===== src/rtl/stk_lsu_pkg.sv =====
package stk_lsu_pkg;

    // op_code bits: [2] byte size, [1] store, [0] post-increment
    typedef enum logic [2:0] {
        OP_CELL_FETCH     = 3'b000,
        OP_CELL_FETCH_INC = 3'b001,
        OP_CELL_STORE     = 3'b010,
        OP_CELL_STORE_INC = 3'b011,
        OP_BYTE_FETCH     = 3'b100,
        OP_BYTE_FETCH_INC = 3'b101,
        OP_BYTE_STORE     = 3'b110,
        OP_BYTE_STORE_INC = 3'b111
    } lsu_op_e;

    localparam int OPB_BYTE  = 2;
    localparam int OPB_STORE = 1;
    localparam int OPB_INC   = 0;

    // two's-complement stack depth changes
    localparam logic [2:0] DEPTH_KEEP  = 3'b000;
    localparam logic [2:0] DEPTH_PUSH1 = 3'b001;
    localparam logic [2:0] DEPTH_POP1  = 3'b111;
    localparam logic [2:0] DEPTH_POP2  = 3'b110;

endpackage


===== src/rtl/stk_lsu_addr_gen.sv =====
module stk_lsu_addr_gen #(
    parameter int CELL_W           = 64,
    parameter int CACHE_BOUND_LOG2 = 32
) (
    input  logic [CELL_W-1:0]   addr_in,
    input  logic                is_byte,
    output logic [CELL_W-1:0]   addr_out,
    output logic [CELL_W-1:0]   addr_next,
    output logic [CELL_W/8-1:0] be,
    output logic                misalign,
    output logic                cacheable
);
    localparam int CELL_BYTES = CELL_W / 8;
    localparam int LANE_W     = $clog2(CELL_BYTES);

    logic [LANE_W-1:0] lane;
    logic [CELL_W-1:0] step;

    assign lane = addr_in[LANE_W-1:0];

    always_comb begin
        if (is_byte) begin
            addr_out = addr_in;
            be       = {{(CELL_BYTES-1){1'b0}}, 1'b1} << lane;
            misalign = 1'b0;
            step     = CELL_W'(1);
        end else begin
            addr_out = {addr_in[CELL_W-1:LANE_W], {LANE_W{1'b0}}};
            be       = '1;
            misalign = |lane;
            step     = CELL_W'(CELL_BYTES);
        end
        addr_next = addr_out + step;
    end

    generate
        if (CACHE_BOUND_LOG2 >= CELL_W) begin : g_all_cached
            assign cacheable = 1'b1;
        end else begin : g_bound
            assign cacheable = ~|addr_out[CELL_W-1:CACHE_BOUND_LOG2];
        end
    endgenerate

endmodule


===== src/rtl/stk_lsu_lane.sv =====
module stk_lsu_lane #(
    parameter int CELL_W = 64
) (
    input  logic [$clog2(CELL_W/8)-1:0] wr_lane,
    input  logic                        wr_byte,
    input  logic [CELL_W-1:0]           wr_src,
    output logic [CELL_W-1:0]           wr_data,
    input  logic [$clog2(CELL_W/8)-1:0] rd_lane,
    input  logic                        rd_byte,
    input  logic [CELL_W-1:0]           rd_raw,
    output logic [CELL_W-1:0]           rd_data
);
    localparam int CELL_BYTES = CELL_W / 8;
    localparam int LANE_W     = $clog2(CELL_BYTES);

    generate
        for (genvar g = 0; g < CELL_BYTES; g++) begin : g_wr_lane
            always_comb begin
                if (!wr_byte)
                    wr_data[8*g +: 8] = wr_src[8*g +: 8];
                else if (wr_lane == LANE_W'(g))
                    wr_data[8*g +: 8] = wr_src[7:0];
                else
                    wr_data[8*g +: 8] = 8'h00;
            end
        end
    endgenerate

    logic [7:0] rd_sel;
    assign rd_sel  = rd_raw[{rd_lane, 3'b000} +: 8];
    assign rd_data = rd_byte ? {{(CELL_W-8){1'b0}}, rd_sel} : rd_raw;

endmodule


===== src/rtl/stk_lsu_stack_fmt.sv =====
module stk_lsu_stack_fmt
    import stk_lsu_pkg::*;
#(
    parameter int CELL_W = 64
) (
    input  logic [2:0]        op,
    input  logic [CELL_W-1:0] addr_next,
    input  logic [CELL_W-1:0] rd_data,
    output logic [CELL_W-1:0] top,
    output logic              top_wr,
    output logic [CELL_W-1:0] next,
    output logic              next_wr,
    output logic [2:0]        delta
);
    always_comb begin
        top     = '0;
        top_wr  = 1'b0;
        next    = '0;
        next_wr = 1'b0;
        delta   = DEPTH_KEEP;
        unique case ({op[OPB_STORE], op[OPB_INC]})
            2'b00: begin
                top    = rd_data;
                top_wr = 1'b1;
            end
            2'b01: begin
                top     = rd_data;
                top_wr  = 1'b1;
                next    = addr_next;
                next_wr = 1'b1;
                delta   = DEPTH_PUSH1;
            end
            2'b10: begin
                delta = DEPTH_POP2;
            end
            default: begin
                top    = addr_next;
                top_wr = 1'b1;
                delta  = DEPTH_POP1;
            end
        endcase
    end

endmodule


===== src/rtl/stk_lsu.sv =====
module stk_lsu
    import stk_lsu_pkg::*;
#(
    parameter int CELL_W           = 64,
    parameter int CACHE_BOUND_LOG2 = 32
) (
    input  logic                clk,
    input  logic                rst_n,
    input  logic                op_valid,
    input  logic [2:0]          op_code,
    input  logic [CELL_W-1:0]   stk_top,
    input  logic [CELL_W-1:0]   stk_next,
    input  logic                mem_ready,
    input  logic [CELL_W-1:0]   mem_rdata,
    output logic                busy,
    output logic                req_valid,
    output logic [CELL_W-1:0]   req_addr,
    output logic                req_we,
    output logic [CELL_W/8-1:0] req_be,
    output logic [CELL_W-1:0]   req_wdata,
    output logic                req_cacheable,
    output logic                req_misalign,
    output logic                upd_valid,
    output logic [CELL_W-1:0]   upd_top,
    output logic                upd_top_wr,
    output logic [CELL_W-1:0]   upd_next,
    output logic                upd_next_wr,
    output logic [2:0]          upd_delta
);
    localparam int CELL_BYTES = CELL_W / 8;
    localparam int LANE_W     = $clog2(CELL_BYTES);

    typedef struct packed {
        logic                  req_valid;
        logic [CELL_W-1:0]     addr;
        logic                  we;
        logic [CELL_BYTES-1:0] be;
        logic [CELL_W-1:0]     wdata;
        logic                  cacheable;
        logic                  misalign;
        logic [2:0]            op;
        logic [CELL_W-1:0]     addr_next;
        logic                  upd_valid;
        logic [CELL_W-1:0]     upd_top;
        logic                  upd_top_wr;
        logic [CELL_W-1:0]     upd_next;
        logic                  upd_next_wr;
        logic [2:0]            upd_delta;
    } lsu_state_t;

    lsu_state_t state_d, state_q;

    // address path on the incoming op
    logic [CELL_W-1:0]     ag_addr, ag_addr_next;
    logic [CELL_BYTES-1:0] ag_be;
    logic                  ag_misalign, ag_cacheable;

    stk_lsu_addr_gen #(
        .CELL_W          (CELL_W),
        .CACHE_BOUND_LOG2(CACHE_BOUND_LOG2)
    ) u_addr_gen (
        .addr_in  (stk_top),
        .is_byte  (op_code[OPB_BYTE]),
        .addr_out (ag_addr),
        .addr_next(ag_addr_next),
        .be       (ag_be),
        .misalign (ag_misalign),
        .cacheable(ag_cacheable)
    );

    // lane placement: write side on the incoming op, read side on the held op
    logic [CELL_W-1:0] ln_wdata, ln_rdata;

    stk_lsu_lane #(.CELL_W(CELL_W)) u_lane (
        .wr_lane(stk_top[LANE_W-1:0]),
        .wr_byte(op_code[OPB_BYTE]),
        .wr_src (stk_next),
        .wr_data(ln_wdata),
        .rd_lane(state_q.addr[LANE_W-1:0]),
        .rd_byte(state_q.op[OPB_BYTE]),
        .rd_raw (mem_rdata),
        .rd_data(ln_rdata)
    );

    // stack update for the held op
    logic [CELL_W-1:0] fm_top, fm_next;
    logic              fm_top_wr, fm_next_wr;
    logic [2:0]        fm_delta;

    stk_lsu_stack_fmt #(.CELL_W(CELL_W)) u_fmt (
        .op       (state_q.op),
        .addr_next(state_q.addr_next),
        .rd_data  (ln_rdata),
        .top      (fm_top),
        .top_wr   (fm_top_wr),
        .next     (fm_next),
        .next_wr  (fm_next_wr),
        .delta    (fm_delta)
    );

    always_comb begin
        state_d           = state_q;
        state_d.upd_valid = 1'b0;
        if (state_q.req_valid) begin
            if (mem_ready) begin
                state_d.req_valid   = 1'b0;
                state_d.upd_valid   = 1'b1;
                state_d.upd_top     = fm_top;
                state_d.upd_top_wr  = fm_top_wr;
                state_d.upd_next    = fm_next;
                state_d.upd_next_wr = fm_next_wr;
                state_d.upd_delta   = fm_delta;
            end
        end else if (op_valid) begin
            state_d.req_valid = 1'b1;
            state_d.addr      = ag_addr;
            state_d.we        = op_code[OPB_STORE];
            state_d.be        = ag_be;
            state_d.wdata     = ln_wdata;
            state_d.cacheable = ag_cacheable;
            state_d.misalign  = ag_misalign;
            state_d.op        = op_code;
            state_d.addr_next = ag_addr_next;
        end
    end

    always_ff @(posedge clk) begin
        if (!rst_n) state_q <= '0;
        else        state_q <= state_d;
    end

    assign busy          = state_q.req_valid;
    assign req_valid     = state_q.req_valid;
    assign req_addr      = state_q.addr;
    assign req_we        = state_q.we;
    assign req_be        = state_q.be;
    assign req_wdata     = state_q.wdata;
    assign req_cacheable = state_q.cacheable;
    assign req_misalign  = state_q.misalign & state_q.req_valid;
    assign upd_valid     = state_q.upd_valid;
    assign upd_top       = state_q.upd_top;
    assign upd_top_wr    = state_q.upd_top_wr;
    assign upd_next      = state_q.upd_next;
    assign upd_next_wr   = state_q.upd_next_wr;
    assign upd_delta     = state_q.upd_delta;

    // request fields frozen while the port stalls
    p_hold_stable_r6: assert property (@(posedge clk) disable iff (!rst_n)
        req_valid && !mem_ready |=> req_valid && $stable(req_addr) &&
        $stable(req_be) && $stable(req_wdata) && $stable(req_we));

    // acceptance by the port yields one update and drops the request
    p_update_follows_r6: assert property (@(posedge clk) disable iff (!rst_n)
        req_valid && mem_ready |=> upd_valid && !req_valid);

    p_update_pulse_r6: assert property (@(posedge clk) disable iff (!rst_n)
        upd_valid |=> !upd_valid);

    // a full-cell enable mask always sits on an aligned address
    p_cell_aligned_r2: assert property (@(posedge clk) disable iff (!rst_n)
        req_valid && (&req_be) |-> req_addr[LANE_W-1:0] == '0);

    // a partial mask is a single byte and never flags misalignment
    p_byte_onehot_r3: assert property (@(posedge clk) disable iff (!rst_n)
        req_valid && !(&req_be) |-> $onehot(req_be) && !req_misalign);

    // ops presented during a pending request do not restart it
    p_ignore_busy_r9: assert property (@(posedge clk) disable iff (!rst_n)
        req_valid && !mem_ready && op_valid |=> $stable(req_addr));

endmodule


===== config.mk =====
export PLATFORM = sky130hd
export DESIGN_NAME = stk_lsu
export DESIGN_NICKNAME = d
export VERILOG_FILES = /design/src/rtl/stk_lsu_pkg.sv /design/src/rtl/stk_lsu_addr_gen.sv /design/src/rtl/stk_lsu_lane.sv /design/src/rtl/stk_lsu_stack_fmt.sv /design/src/rtl/stk_lsu.sv
export SDC_FILE = /design/constraint.sdc
export NUM_CORES = 1
export LEC_CHECK = 0
export BUFFER_PORTS_ARGS = -buffer_cell sky130_fd_sc_hd__buf_4
export CORE_MARGIN = 1.5
export CORE_UTILIZATION = 45
export CTS_BUF_LIST = sky130_fd_sc_hd__clkbuf_4
export DETAILED_ROUTE_END_ITERATION = 6
export GPL_TIMING_DRIVEN = 1
export MAX_ROUTING_LAYER = met4
export PLACE_DENSITY = 0.71
export SLEW_MARGIN = 20
export SYNTH_ARGS = -nofsm -noshare
export SYNTH_HDL_FRONTEND = slang
export SYNTH_SLANG_ARGS = --single-unit

===== constraint.sdc =====
create_clock -name clk -period 3.2 [get_ports clk]
set_clock_uncertainty 0.05 [all_clocks]
set_input_delay 0.64 -clock clk [delete_from_list [all_inputs] [get_ports clk]]
set_output_delay 0.64 -clock clk [all_outputs]
set_load 0.02 [all_outputs]

* After elaboration in Yosys (flattened, before gate mapping) *
Cells that the tools add are included.
W data, S select, Z words.

storage, ports and cells
  output and inout bits = 275
  input bits = 199
  word-level logic and storage cells = 68
  register bits after elaboration = 341

cells by class
  add/sub/neg operators = 1
  equal/unequal tests = 9
  bitwise logic cells = 2
  shift-type cells = 2
  reduce and logical (&&, ||, !) cells = 9
  muxes and demuxes = 30

operators with widths
  kind                   count
  $mux W207              1
  $mux W8                17
  $mux W134              1
  $mux W64               2
  $pmux W64 S2           1
  $add A64 B4 Y64        1
  $shiftx A64 B7 Y8      1
  $reduce_or A32 Y1      1
  $eq A3 B3 Y1 const B   4
  $pmux W3 S3            1
  $shl A1 B3 Y8 const A  1
  $eq A3 B2 Y1 const B   2
  $reduce_and A2 Y1      3
  $mux W1                5
  $mux W4                1
  $eq A3 B1 Y1 const B   1
  $logic_not A3 Y1       1
  $mux W3                1
  $reduce_or A3 Y1       1
  $eq A2 B1 Y1 const B   1
  $eq A2 B2 Y1 const B   1
  $logic_not A2 Y1       1
  $reduce_or A2 Y1       1
  $and A1 B1 Y1          1
  2 further kinds        2

* Longest topological paths before layout *
  word-level depth = 5
  mapped depth = 10
  gate-level depth less buffers = 8

* Cells and area by module *
From an unflattened synthesis, not the netlist that was laid out.

unflattened totals
  cells, all modules = 2542
  area, all modules = 20634.8 um2

modules (own cells, without submodules)
  module             instances  seq. area each (um2)  cells an instance  area each (um2)
  stk_lsu            1          6806.5                1771               15353.5
  stk_lsu_addr_gen   1          0.0                   320                2200.9
  stk_lsu_lane       1          0.0                   296                1836.8
  stk_lsu_stack_fmt  1          0.0                   155                1243.7

* Least setup slack after synthesis *
Ideal clock, no wire load.

  kind = input to register
  start point = in op_code[2]
  end point = reg state_q[154] (netlist name)
  arrival time = 2.407 ns
  setup slack = 0.611 ns
  buffers on the path = 1
  cell stages on the path = 9
  required time = 3.018 ns
  setup time = 0.132 ns
  cell sequence = clkbuf_1 and2_1 ha_1 a41oi_1 nor4_1 nand3_1 nor2_1 xnor2_1 a21oi_1

between the ends
  cells in the longest elaborated chain, start to end = 2
  elaborated cells between the ends (all ways) = 3
  classes of those cells = 1 x add/sub; 2 x mux

ends and longest elaborated chain
  item                  RTL line                text
  start, declared       stk_lsu.sv:10           input logic [2:0] op_code,
  $mux W3               stk_lsu_addr_gen.sv:22  if (is_byte) begin
  named net ag_addr[0]  stk_lsu.sv:54           logic [CELL_W-1:0] ag_addr, ag_addr_next;
  $add A64 B4 Y64       stk_lsu_addr_gen.sv:33  addr_next = addr_out + step;
  end signal, assigned  stk_lsu.sv:129          else state_q <= state_d;
  end, declared         stk_lsu.sv:51           lsu_state_t state_d, state_q;

The timed path passes the listed nets, and every way through them passes these cells.
A chain may end at the register's enable or synchronous reset.

* Final worst setup path *
  start point = reg state_q, in the netlist req_addr[1]
  end point = out req_addr[1]

RTL lines
  item           RTL line       text
  end, declared  stk_lsu.sv:17  output logic [CELL_W-1:0] req_addr,

No word-level cell between the ends.

==> results.sh <==
export IMPL_ys_ff_latch=339
export IMPL_p_leak_nw=8.13
export IMPL_synth_edff_count=0
export IMPL_drc_errors=0
export IMPL_swShare_pct=29.2
export IMPL_final_util_pct=55.3
export IMPL_peakVddDrop_mv=0.338
export IMPL_multiInputGateArea_um2=6610
export IMPL_rsz0062_at_grt="false"
export IMPL_path_clk_slew_ns=0.07
export IMPL_coreArea_um2=34700
export IMPL_tightestPinTransition_ns=0.967
export IMPL_fin_setup_tns_ns=0
export IMPL_die_x_um=191
export IMPL_fin_hold_ws_ns=0.0906
export IMPL_cp_start_kind="flop"
export IMPL_slowest_delay_ns=0.64
export IMPL_antenna_left=0
export IMPL_cts_tree="yes"
export IMPL_place_area_um2=17900
export IMPL_insertion_delay_ns=0.76
export IMPL_p_switching_mw=3.01
export IMPL_synthArstFlopShare_pct=0
export IMPL_worstPathRequired_ns=2.51
export IMPL_globalplace_congestion=0.933
export IMPL_power_frac_comb_pct=15.4
export IMPL_cp_arrival_ns=1.94
export IMPL_grt_overflow_total=0
export IMPL_grt_pass1_wl_mm=79.3
export IMPL_fin_nets=2268
export IMPL_die_area_um2=36600
export IMPL_drt_first_pass_iters=6
export IMPL_grt_total_usage_pct=29.1
export IMPL_cts_buffers=94
export IMPL_dp_hpwl_mm=38.8
export IMPL_hold_violations=0
export IMPL_yosysSeqAreaShare_pct=42.5
export IMPL_post_place_ws_ns=0.399
export IMPL_slowest_stage="dfxtp_1"
export IMPL_synth_top_area_cell="dfxtp_1"
export IMPL_cp_end_kind="primary output"
export IMPL_synth_distinct_cells=48
export IMPL_fin_crit_sh_pct=82.0
export IMPL_hold_path_class="in2reg"
export IMPL_rows=68
export IMPL_ys_warnings_count=0
export IMPL_drt_first_iter_violations=1138
export IMPL_io_pins=474
export IMPL_vias=14400
export IMPL_crit_fanout=10
export IMPL_synth_top_area_share_pct=42.5
export IMPL_syn_inst=1865
export IMPL_outcome="finished, final reports clean"
export IMPL_register_area_um2=6790
export IMPL_die_height_um=191
export IMPL_synth_nets=2066
export IMPL_min_delay_path_depth=3
export IMPL_finalSetupViolCount=0
export IMPL_syn_area_um2=16000
export IMPL_numPortBuffers=473
export IMPL_relSlewSlack_pct=35.5
export IMPL_synth_main_ff_cell="dfxtp_1"
export IMPL_start_util_pct=46.0
export IMPL_fmax_ghz=0.381
export IMPL_cts_max_path_buffers=3
export IMPL_maxCapViolCount=0
export IMPL_crit_chain="buf_4 > buf_4"
export IMPL_grt_max_degree=157
export IMPL_antenna_found_initial=2
export IMPL_period_needed_ns=2.63
export IMPL_finalInstanceArea_um2=19200
export IMPL_wl_mm=53.7
export IMPL_netlist_top_cells_area="dfxtp_1, buf_4, a21oi_1, nand2_1, nor2_1"
export IMPL_cts_root_buffer="clkbuf_4"
export IMPL_cts_setup_buffers=0
export IMPL_worst_setup_path_type="reg2out"
export IMPL_critPathMostFrequentCell="buf_4"
export IMPL_avgSynthCellArea_um2=8.56
export IMPL_drv_slew=0
export IMPL_via_per_inst=5.55
export IMPL_seq_power_share_pct=45.0
export IMPL_power_density_nw_per_um2=537
export IMPL_worst_slack_ns=0.575
export IMPL_r2r_cells=5
export IMPL_h_tree_depth=3
export IMPL_routedWlPerCell_um=20.7
export IMPL_n_fill_cell=3166
export IMPL_pwr_share_clk_pct=39.6
export IMPL_clkSinkCount=339
export IMPL_grt_pass1_vias=13700
export IMPL_syn2layout_area_growth_pct=20.3
export IMPL_intPower_mw=7.31
export IMPL_drive_above_1_share_pct=33.0
-- through the flow --
step                      std cells  power, mW
after floorplan                1865       5.68
after global routing           2591       10.8
after CTS                      2589       10.4
after detailed placement       2423       6.30
final                          2591       10.3
after global placement         2423       6.27
-- synth_stat cells, types with 4 or more instances --
master    number
mux4_2        16
a211oi_1      73
and3_1         8
a31oi_1        7
and2_1         6
clkbuf_1     112
xnor2_1       38
inv_1         16
o21ai_0      116
a22oi_1       64
dfxtp_1      339
nor3_1         9
nor3_2         7
nor4_2         5
buf_4        268
buf_1         13
nor4_4         4
buf_2          8
nor4_1        12
mux2i_1        9
nand4_1       20
nand2_1      228
a22o_1        64
nand3_1       20
a21oi_1      176
a221oi_1       8
o211a_1        8
xor2_1        23
nor2_1       158
-- worst max-delay path, delay by kind of cell (launching register included) --
kind	cells	cell delay (ns)
flops	1	0.64
buf+inv	2	0.50
-- sequential cells by signal, summed over array words and instances, names as in the netlist --
name           count
upd_delta          2
state_q           68
req_be             8
req_wdata         64
req_addr          64
upd_next          64
upd_valid          1
req_cacheable      1
upd_next_wr        1
busy               1
upd_top_wr         1
upd_top           64
-- timing repair --
item,4_1_cts,5_1_grt
hold buffers,3,0
hold endpoints to repair,3,0
setup endpoints to repair,0,0
gates resized for setup,0,0
-- cell usage in the layout, fill, tap and decap left out, types with 5 or more instances in the layout --
cell type  instances
a22o_1            64
and2_1             5
nand4_1           20
a22oi_1           64
dfxtp_1          339
mux4_2            16
nor2_1           156
nor3_1             8
nand3_1           20
nor4_2             5
a21oi_1          176
nand2_1          228
clkbuf_4         144
clkinv_1          10
buf_4            497
a211oi_1          73
o21ai_0          116
a31oi_1            7
inv_1             15
xnor2_1           38
a221oi_1           8
buf_12             9
mux2i_1            9
nor3_2             8
nor4_1            12
o211a_1            8
and3_1             8
xor2_1            23
-- per-layer routing --
metal	wire, um	vias to the layer above	GRT usage (%)
li1	-	6683	-
met1	21700	6802	36.0
met2	25100	774	45.2
met3	5000	111	6.72
met4	1920	0	12.7
met5	0	-	-
-- power groups by stage --
stage               registers, mW  logic, mW  clock network (mW)
floorplan                    4.64       1.04                   0
global placement             4.72       1.55                   0
detailed placement           4.73       1.57                   0
CTS                          4.64       1.58                4.17
global route                 4.66       1.70                4.40
finish                       4.65       1.59                4.08
-- area by class of cell --
| cell class | instances | area share [%] |
|---|---|---|
| Antenna cell | 2 | 0.0261 |
| Sequential cell | 339 | 35.3 |
| Clock buffer | 144 | 5.63 |
| Clock inverter | 19 | 0.743 |
| Inverter | 17 | 0.345 |
| Tap cell | 455 | 2.96 |
| Multi-Input combinational cell | 1106 | 34.4 |
| Timing Repair Buffer | 509 | 20.5 |
-- path summary, 6_finish.rpt --
check                            startpoint      endpoint  slack [ns]
worst max register to register         busy  upd_next[12]        1.06
worst max-delay path            req_addr[1]   req_addr[1]        0.57
worst min register to register  req_addr[5]   req_addr[5]        0.41
worst min-delay path            stk_top[22]  req_addr[22]        0.09
-- cell families after synthesis --
logic type	after synthesis	share of synthesized area, %
XOR/XNOR	61	3.35
AND/OR/NAND/NOR	495	14.2
buffers and inverters	420	16.3
adder cells (fa/ha/maj)	2	0.157
flip-flops	339	42.5
AO/OA/AOI/OAI	523	20.7
multiplexers	25	2.82
No activity file was read; power rests on OpenSTA's default activity.
